<file path="src/rtl/pwm_pkg.sv">
package pwm_pkg;

    localparam int CPU_AW     = 20;
    localparam int OFS_W      = 16;
    localparam int PAGE_W     = 6;
    localparam int REG_W      = 8;
    localparam int TAG_W      = CPU_AW - OFS_W;
    localparam int BS_AW      = PAGE_W + OFS_W;
    localparam int EN_BIT     = 7;
    localparam int SPARE_BIT  = 6;

    typedef enum logic [1:0] {
        RG_NONE = 2'd0,
        RG_WIN  = 2'd1,
        RG_ROM  = 2'd2
    } region_e;

    typedef enum logic [1:0] {
        TG_NONE  = 2'd0,
        TG_SRAM  = 2'd1,
        TG_FLASH = 2'd2,
        TG_ROM   = 2'd3
    } target_e;

    typedef struct packed {
        logic              open;
        logic [PAGE_W-1:0] page;
    } win_cfg_t;

    typedef struct packed {
        target_e           tgt;
        logic [BS_AW-1:0]  addr;
        logic [OFS_W-1:0]  rom_ofs;
    } route_t;

    function automatic logic page_in_sram(input logic [PAGE_W-1:0] page, input int sel_w);
        logic hit;
        hit = 1'b1;
        for (int i = PAGE_W - 1; i >= 0; i--) begin
            if (i >= PAGE_W - sel_w && page[i]) hit = 1'b0;
        end
        return hit;
    endfunction

endpackage

</file>
<file path="src/rtl/pwm_ctrl_reg.sv">
module pwm_ctrl_reg
    import pwm_pkg::*;
(
    input  logic             clk,
    input  logic             rst,
    input  logic             we,
    input  logic [REG_W-1:0] wdata,
    output win_cfg_t         cfg,
    output logic [REG_W-1:0] rdata
);

    win_cfg_t cfg_q;

    always_ff @(posedge clk) begin
        if (rst) begin
            cfg_q <= '0;
        end else if (we) begin
            cfg_q.open <= wdata[EN_BIT];
            cfg_q.page <= wdata[PAGE_W-1:0];
        end
    end

    always_comb begin
        rdata            = '0;
        rdata[EN_BIT]    = cfg_q.open;
        rdata[SPARE_BIT] = 1'b0;
        rdata[PAGE_W-1:0] = cfg_q.page;
    end

    assign cfg = cfg_q;

endmodule

</file>
<file path="src/rtl/pwm_region_decode.sv">
module pwm_region_decode
    import pwm_pkg::*;
#(
    parameter logic [TAG_W-1:0] WIN_TAG = 4'hE,
    parameter logic [TAG_W-1:0] ROM_TAG = 4'hF
) (
    input  logic              req,
    input  logic [CPU_AW-1:0] addr,
    input  logic              win_open,
    output region_e           region
);

    logic [TAG_W-1:0] tag;
    assign tag = addr[CPU_AW-1:OFS_W];

    always_comb begin
        region = RG_NONE;
        if (req) begin
            if (tag == ROM_TAG)                  region = RG_ROM;
            else if (tag == WIN_TAG && win_open) region = RG_WIN;
        end
    end

endmodule

</file>
<file path="src/rtl/pwm_route.sv">
module pwm_route
    import pwm_pkg::*;
#(
    parameter int SRAM_SEL_W = 3
) (
    input  region_e           region,
    input  logic [PAGE_W-1:0] page,
    input  logic [OFS_W-1:0]  ofs,
    output route_t            route
);

    logic to_sram;
    assign to_sram = page_in_sram(page, SRAM_SEL_W);

    always_comb begin
        route = '{tgt: TG_NONE, addr: '0, rom_ofs: '0};
        unique case (region)
            RG_WIN: begin
                route.tgt  = to_sram ? TG_SRAM : TG_FLASH;
                route.addr = {page, ofs};
            end
            RG_ROM: begin
                route.tgt     = TG_ROM;
                route.rom_ofs = ofs;
            end
            default: ;
        endcase
    end

endmodule

</file>
<file path="src/rtl/page_window_mapper.sv">
module page_window_mapper
    import pwm_pkg::*;
#(
    parameter logic [TAG_W-1:0] WIN_TAG    = 4'hE,
    parameter logic [TAG_W-1:0] ROM_TAG    = 4'hF,
    parameter int               SRAM_SEL_W = 3
) (
    input  logic              clk,
    input  logic              rst,
    input  logic              reg_we,
    input  logic [REG_W-1:0]  reg_wdata,
    output logic [REG_W-1:0]  reg_rdata,
    input  logic              mem_req,
    input  logic [CPU_AW-1:0] mem_addr,
    output logic              win_hit,
    output logic              sram_cs,
    output logic              flash_cs,
    output logic              rom_cs,
    output logic [BS_AW-1:0]  bs_addr,
    output logic [OFS_W-1:0]  rom_addr
);

    win_cfg_t cfg;
    region_e  region;
    route_t   route;

    pwm_ctrl_reg u_reg (
        .clk   (clk),
        .rst   (rst),
        .we    (reg_we),
        .wdata (reg_wdata),
        .cfg   (cfg),
        .rdata (reg_rdata)
    );

    pwm_region_decode #(
        .WIN_TAG (WIN_TAG),
        .ROM_TAG (ROM_TAG)
    ) u_dec (
        .req      (mem_req),
        .addr     (mem_addr),
        .win_open (cfg.open),
        .region   (region)
    );

    pwm_route #(
        .SRAM_SEL_W (SRAM_SEL_W)
    ) u_route (
        .region (region),
        .page   (cfg.page),
        .ofs    (mem_addr[OFS_W-1:0]),
        .route  (route)
    );

    assign win_hit  = (region == RG_WIN);
    assign sram_cs  = (route.tgt == TG_SRAM);
    assign flash_cs = (route.tgt == TG_FLASH);
    assign rom_cs   = (route.tgt == TG_ROM);
    assign bs_addr  = route.addr;
    assign rom_addr = route.rom_ofs;

endmodule

</file>
<file path="config.mk">
export PLATFORM = sky130hd
export DESIGN_NAME = page_window_mapper
export DESIGN_NICKNAME = d
export VERILOG_FILES = /design/src/rtl/pwm_pkg.sv /design/src/rtl/pwm_ctrl_reg.sv /design/src/rtl/pwm_region_decode.sv /design/src/rtl/pwm_route.sv /design/src/rtl/page_window_mapper.sv
export SDC_FILE = /design/constraint.sdc
export NUM_CORES = 1
export LEC_CHECK = 0
export ABC_AREA = 1
export BUFFER_PORTS_ARGS = -buffer_cell sky130_fd_sc_hd__buf_2
export CORE_AREA = 4 4 54 56
export CTS_CLUSTER_SIZE = 25
export DETAILED_ROUTE_END_ITERATION = 8
export DIE_AREA = 0 0 58 60
export PLACE_DENSITY = 0.74
export SYNTH_ARGS = -nofsm -noshare
export SYNTH_HDL_FRONTEND = slang
export SYNTH_SLANG_ARGS = --single-unit
</file>
<file path="constraint.sdc">
create_clock -name clk -period 1.36 [get_ports clk]
set_input_delay 0.204 -clock clk [delete_from_list [all_inputs] [get_ports clk]]
set_output_delay 0.204 -clock clk [all_outputs]
set_load 0.05 [all_outputs]
</file>
# Word level (Yosys, flattened, before mapping)
# Index checks and enable logic that the tools add are counted.
# W data, S select, Z words.
dict set report classes {
  n_lt_le_gt_ge 0
  n_addsub 0
  shift 0
  n_div 0
  bitwise_logic 0
  eq_ne 7
  n_mul 0
  n_reduce_logical 1
  n_mux 10
}
# op n
set ops {}
lappend ops {{$mux W22} 1}
lappend ops {{$mux W16} 1}
lappend ops {{$eq A4 B4 Y1 const B} 2}
lappend ops {{$eq A2 B2 Y1 const B} 3}
lappend ops {{$mux W2} 3}
lappend ops {{$eq A2 B1 Y1 const B} 2}
lappend ops {{$mux W1} 4}
lappend ops {{$pmux W2 S2} 1}
lappend ops {{$logic_and A1 B1 Y1} 1}
dict set report word_totals {
  romBits 0
  n_memories 0
  ff_bits 7
  ramBits 0
  latch_bits 0
}

# Logic depth before layout (Yosys ltp)
dict set report logic_depth {
  ltp_word 8
  mapped_depth 9
}

# By module
# Synthesis repeated with hierarchy kept, for this count alone.
dict set report unflattened {
  hier_cells 162
  hier_area_um2 807.0
}
# module seq_area_each_um2 area_per_inst_um2 instances cells_per_inst
set modules_own_cells {}
lappend modules_own_cells {pwm_route 0.0 392.9 1 92}
lappend modules_own_cells {pwm_ctrl_reg 140.1 350.3 1 53}
lappend modules_own_cells {pwm_region_decode 0.0 33.8 1 9}
lappend modules_own_cells {page_window_mapper 0.0 30.0 1 8}

# Worst setup path after synthesis
# No wires, ideal clock.
dict set report synth_path {
  path_type {register -> output}
  startpoint {reg u_reg.cfg_q (netlist bit u_reg.cfg[6])}
  endpoint {out flash_cs}
  n_path_buf 0
  stages_incl_launch_ff 6
  path_slack_ps -761
  arrival_ps 1917
  cell_sequence {dfxtp_1 > nand3b_1 > nor2_1 > ha_1 > nand3b_1 > nor2_1}
}
dict set report synth_via {
  elab_chain_cells 7
}
# item line
set synth_rtl {}
lappend synth_rtl {{start: declaration} pwm_ctrl_reg.sv:12} ;# win_cfg_t cfg_q;
lappend synth_rtl {{$logic_and A1 B1 Y1} pwm_region_decode.sv:20} ;# else if (tag == WIN_TAG && win_open) region = RG_WIN;
lappend synth_rtl {{$mux W1} pwm_region_decode.sv:20}
lappend synth_rtl {{$mux W2} pwm_region_decode.sv:19} ;# if (tag == ROM_TAG) region = RG_ROM;
lappend synth_rtl {{$mux W2} pwm_region_decode.sv:18} ;# if (req) begin
lappend synth_rtl {{$eq A2 B1 Y1} -}
lappend synth_rtl {{named net win_hit} page_window_mapper.sv:15} ;# output logic win_hit,
lappend synth_rtl {{$pmux W2 S2} pwm_route.sv:17} ;# unique case (region)
lappend synth_rtl {{$eq A2 B2 Y1} page_window_mapper.sv:57} ;# assign flash_cs = (route.tgt == TG_FLASH);
lappend synth_rtl {{end: declaration} page_window_mapper.sv:17} ;# output logic flash_cs,
# The timed path passes the listed nets, and every way through them passes these cells.

# Worst setup path after layout
dict set report layout_path {
  startpoint {reg u_reg.cfg_q (netlist bit u_reg.cfg[6])}
  endpoint {out sram_cs}
}
dict set report layout_via {
  elab_chain_cells 7
}
# item line
set layout_rtl {}
lappend layout_rtl {{$logic_and A1 B1 Y1 *} pwm_region_decode.sv:20}
lappend layout_rtl {{$mux W1 *} pwm_region_decode.sv:20}
lappend layout_rtl {{$mux W2 *} pwm_region_decode.sv:19}
lappend layout_rtl {{$mux W2 *} pwm_region_decode.sv:18}
lappend layout_rtl {{$eq A2 B2 Y1 or $eq A2 B1 Y1 (tied branches)} pwm_route.sv:17}
lappend layout_rtl {{$pmux W2 S2 *} pwm_route.sv:17}
lappend layout_rtl {{$eq A2 B1 Y1 *} page_window_mapper.sv:56} ;# assign sram_cs = (route.tgt == TG_SRAM);
lappend layout_rtl {{end: declaration} page_window_mapper.sv:16} ;# output logic sram_cs,
# Every way passes the cells marked *; elsewhere a longest branch is shown, timed or not.

==> parameters.txt <==
Parameter                              Value

Floorplan
  Initial core utilization ... 29.0%
  Die height ... 60 um
  Area of the die ... 3480 um2
  Top-level I/O count ... 82
  Die X-Extent ... 58 um
  Area of the core region ... 2430 um2
  Number of placement rows ... 18

Clock tree
  Clock latency on the worst-skew pair ... 0.26 ns
  Number of sinks handled by clock tree synthesis ... 7
  Count of H-tree levels built during CTS ... 1
  Root Driver ... sky130_fd_sc_hd__clkbuf_4
  Total CTS buffers ... 3
  Clock slew at the register clock pins of the worst setup and hold paths ... 0.05 ns
  CTS hold repair buffers ... 0
  TritonCTS clock tree ... yes
  Buffer levels on the longest clock path ... 2

Drt
  Remaining antenna violation count after routing ... 0
  Via-to-Cell Ratio ... 4.40
  Number of remaining DRC errors ... 0
  First-pass DRT Iterations ... 2
  Post-detailed-route wirelength per cell ... 11.7 um
  Iteration-0 DRC count of the detailed router ... 19
  Vias ... 1126
  Drt total wl ... 2.99 mm

Finish
  Combined flip-flop and latch cell area ... 141 um2
  Share of cells above drive strength 1 ... 73.0%
  Count of inserted antenna diode cells ... 0
  Design Area, Final ... 1930 um2
  Count of non-filler cells in the finished layout ... 256
  Flip-flop count of the largest register, all copies and words added ... 7
  Footprint of the multi-input gates ... 529 um2
  Total of fill cells in the finished design ... 157
  Post-synthesis to final-layout area growth ... 174%
  Final layout net count ... 262
  Utilization of the core after routing ... 79.5%

Worst hold path
  Worst hold path type ... input pin to flop

Place
  Cell Count Post-Placement ... 247
  Detailed placement HPWL ... 1.90 mm
  Port-buffer cells ... 79
  Worst-case setup slack after placement ... -0.318 ns
  Final RePlAce weighted congestion ... 0.716
  Cell Area, Placed ... 1360 um2

Critical path
  Classification of the worst setup path ... flop to output pin
  Crit path arrival time ... 1.65 ns
  Critical Path, Cell by Cell ... nand2_1 -> nor2_1 -> nand3_1 -> ha_2 -> nand3b_1 -> nor2_4 -> buf_8
  CP Capture Type ... output pin
  Highest-delay cell along the critical path ... sky130_fd_sc_hd__dfxtp_2
  Critical Path RT ... 1.16 ns
  Peak fanout along the critical path ... 3
  Max incr delay on CP ... 0.34 ns
  Kind of start point of the critical path ... flop

Logic synthesis
  Synthesized net count ... 173
  Count of flip-flops with a built-in enable after synthesis ... 0
  Top post-synthesis cells by area ... sky130_fd_sc_hd__inv_1, sky130_fd_sc_hd__nand2_1, sky130_fd_sc_hd__dfxtp_1
  Count of warnings emitted by yosys ... 0
  Leading post-synthesis cells by instance count ... sky130_fd_sc_hd__inv_1, sky130_fd_sc_hd__nand2_1, sky130_fd_sc_hd__nor2_1
  #FFs+latches synth ... 7
  Post-synth top flop ... sky130_fd_sc_hd__dfxtp_1
  Fraction of synthesized cell area taken by the top area cell type ... 24.0%
  Post-synthesis sequential area ratio ... 19.9%
  Dominant cell by count in the synthesized netlist ... sky130_fd_sc_hd__inv_1
  Cell variety after synth ... 12
  Gate Count Post-Synth ... 138
  Syn_area_per_cell ... 5.10 um2
  Largest area contributor in the synthesized netlist ... sky130_fd_sc_hd__inv_1
  Synth Cell Area ... 704 um2
  Post-synth ARST share ... 0%

Power and ir drop
  Clock network fraction of total power ... 28.4%
  Cell-internal power ... 0.420 mW
  Sequential power share ... 34.6%
  Leakage power ... 0.924 nW
  Ratio of total power to cell area ... 357 nW/um2
  Switching power total ... 0.269 mW
  Power share of the combinational group ... 37.1%
  Max VDD drop ... 473 uV
  Total Power Consumption ... 0.689 mW
  Fraction of power spent switching nets ... 39.0%

Global routing
  Number of global-route vias before repair ... 1085
  Global-route total usage across every layer ... 17.4%
  First-pass GRT wire length ... 4.74 mm
  Maximum number of pins on one net before global-route repair ... 17
  Initial antenna violation count ... 0
  Congestion Overflow GR ... 0

STA
  Max Fclk ... 540 MHz
  Final setup violation count ... 42
  Setup repair after global routing missed its margin ... true
  Fin. Hold Viols ... 0
  Final period utilization ... 136%
  Setup slack after layout ... -0.491 ns
  Worst setup skew after layout ... 0 ns
  Final slew viol count ... 0
  Final min period ... 1.85 ns

Flow run
  Max-cap viol count ... 0

Run status
  Outcome ... finished with violations
  Violated checks ... negative setup slack
-- area by class of cell --
cell class                 instances  area share, %
multi-input combinational         80           27.4
inverter                          45           15.0
sequential                         7           7.31
clock buffer                       4           1.36
timing repair buffer              90           47.1
tap                               30           1.94
-- metrics by stage --
stage / hold slack [ns] / TNS [ns]
global placement: 0.428 / -7.79
detailed placement: 0.433 / -8.23
floorplan: 0.339 / -4.59
CTS: 0.167 / -14.82
global route: 0.189 / -19.73
finish: 0.163 / -16.56
-- timing repair --
| action | 4_1_cts | 5_1_grt |
|---|---|---|
| endpoints found under the setup margin | 42 | 42 |
| pin swaps | 5 | 4 |
| cloned | 1 | 0 |
| setup buffers | 3 | 4 |
| resized for setup | 132 | 19 |
-- cells by family (layout without fill, tap and decap cells) --
| family | count (synthesis) | in the layout | share of synthesized area, % |
|---|---|---|---|
| compound gates | 7 | 7 | 4.97 |
| fa+ha+maj | 3 | 3 | 5.33 |
| simple gates | 69 | 69 | 38.4 |
| other cells | 1 | 1 | 0.532 |
| flops | 7 | 7 | 19.9 |
| buf+inv | 51 | 139 | 30.9 |
-- final timing paths --
check | start | endpoint | slack, ns | cells past startpoint
worst max register to register | u_reg.cfg[6] | u_reg.cfg[6] | 0.61 | 3
worst min-delay path | reg_wdata[7] | u_reg.cfg[6] | 0.16 | 3
worst max-delay path | u_reg.cfg[6] | sram_cs | -0.49 | 7
worst min register to register | u_reg.cfg[1] | u_reg.cfg[1] | 0.57 | 2
-- layer usage --
metal / vias up / share of wire (%) / global-route usage, %
li1: 551 / - / -
met1: 506 / 34 / 17.5
met2: 62 / 54 / 34.0
met3: 7 / 11 / 3.46
met4: 0 / 1.9 / 7.95
met5: - / 0 / 0
-- power by group through the flow --
stage | logic, mW | registers, mW | clock network, mW
final | 0.256 | 0.238 | 0.196
after global placement | 0.222 | 0.237 | 0
after floorplan | 0.0980 | 0.278 | 0
after detailed placement | 0.223 | 0.237 | 0
after global routing | 0.274 | 0.241 | 0.206
after CTS | 0.247 | 0.238 | 0.198
-- cells in the final DEF, fill, tap and decap left out, types with 2 or more instances in the layout --
cell type / instances
sky130_fd_sc_hd__buf_8: 25
sky130_fd_sc_hd__buf_2: 37
sky130_fd_sc_hd__nand2_4: 11
sky130_fd_sc_hd__dfxtp_1: 6
sky130_fd_sc_hd__nand2_1: 11
sky130_fd_sc_hd__nand3b_1: 2
sky130_fd_sc_hd__ha_4: 2
sky130_fd_sc_hd__buf_4: 5
sky130_fd_sc_hd__nand2_2: 22
sky130_fd_sc_hd__inv_1: 13
sky130_fd_sc_hd__buf_12: 6
sky130_fd_sc_hd__o21ai_0: 7
sky130_fd_sc_hd__clkinvlp_4: 32
sky130_fd_sc_hd__nor2_4: 2
sky130_fd_sc_hd__buf_6: 17
sky130_fd_sc_hd__clkbuf_4: 3
sky130_fd_sc_hd__nor2_1: 18
-- worst max-delay path: cells and delay by family (launching register included) --
kind          cells  cell delay, ns
fa+ha+maj         1            0.19
buf+inv           1            0.16
flops             1            0.34
simple gates      5            0.69
Power figures use the tool's default switching activity.
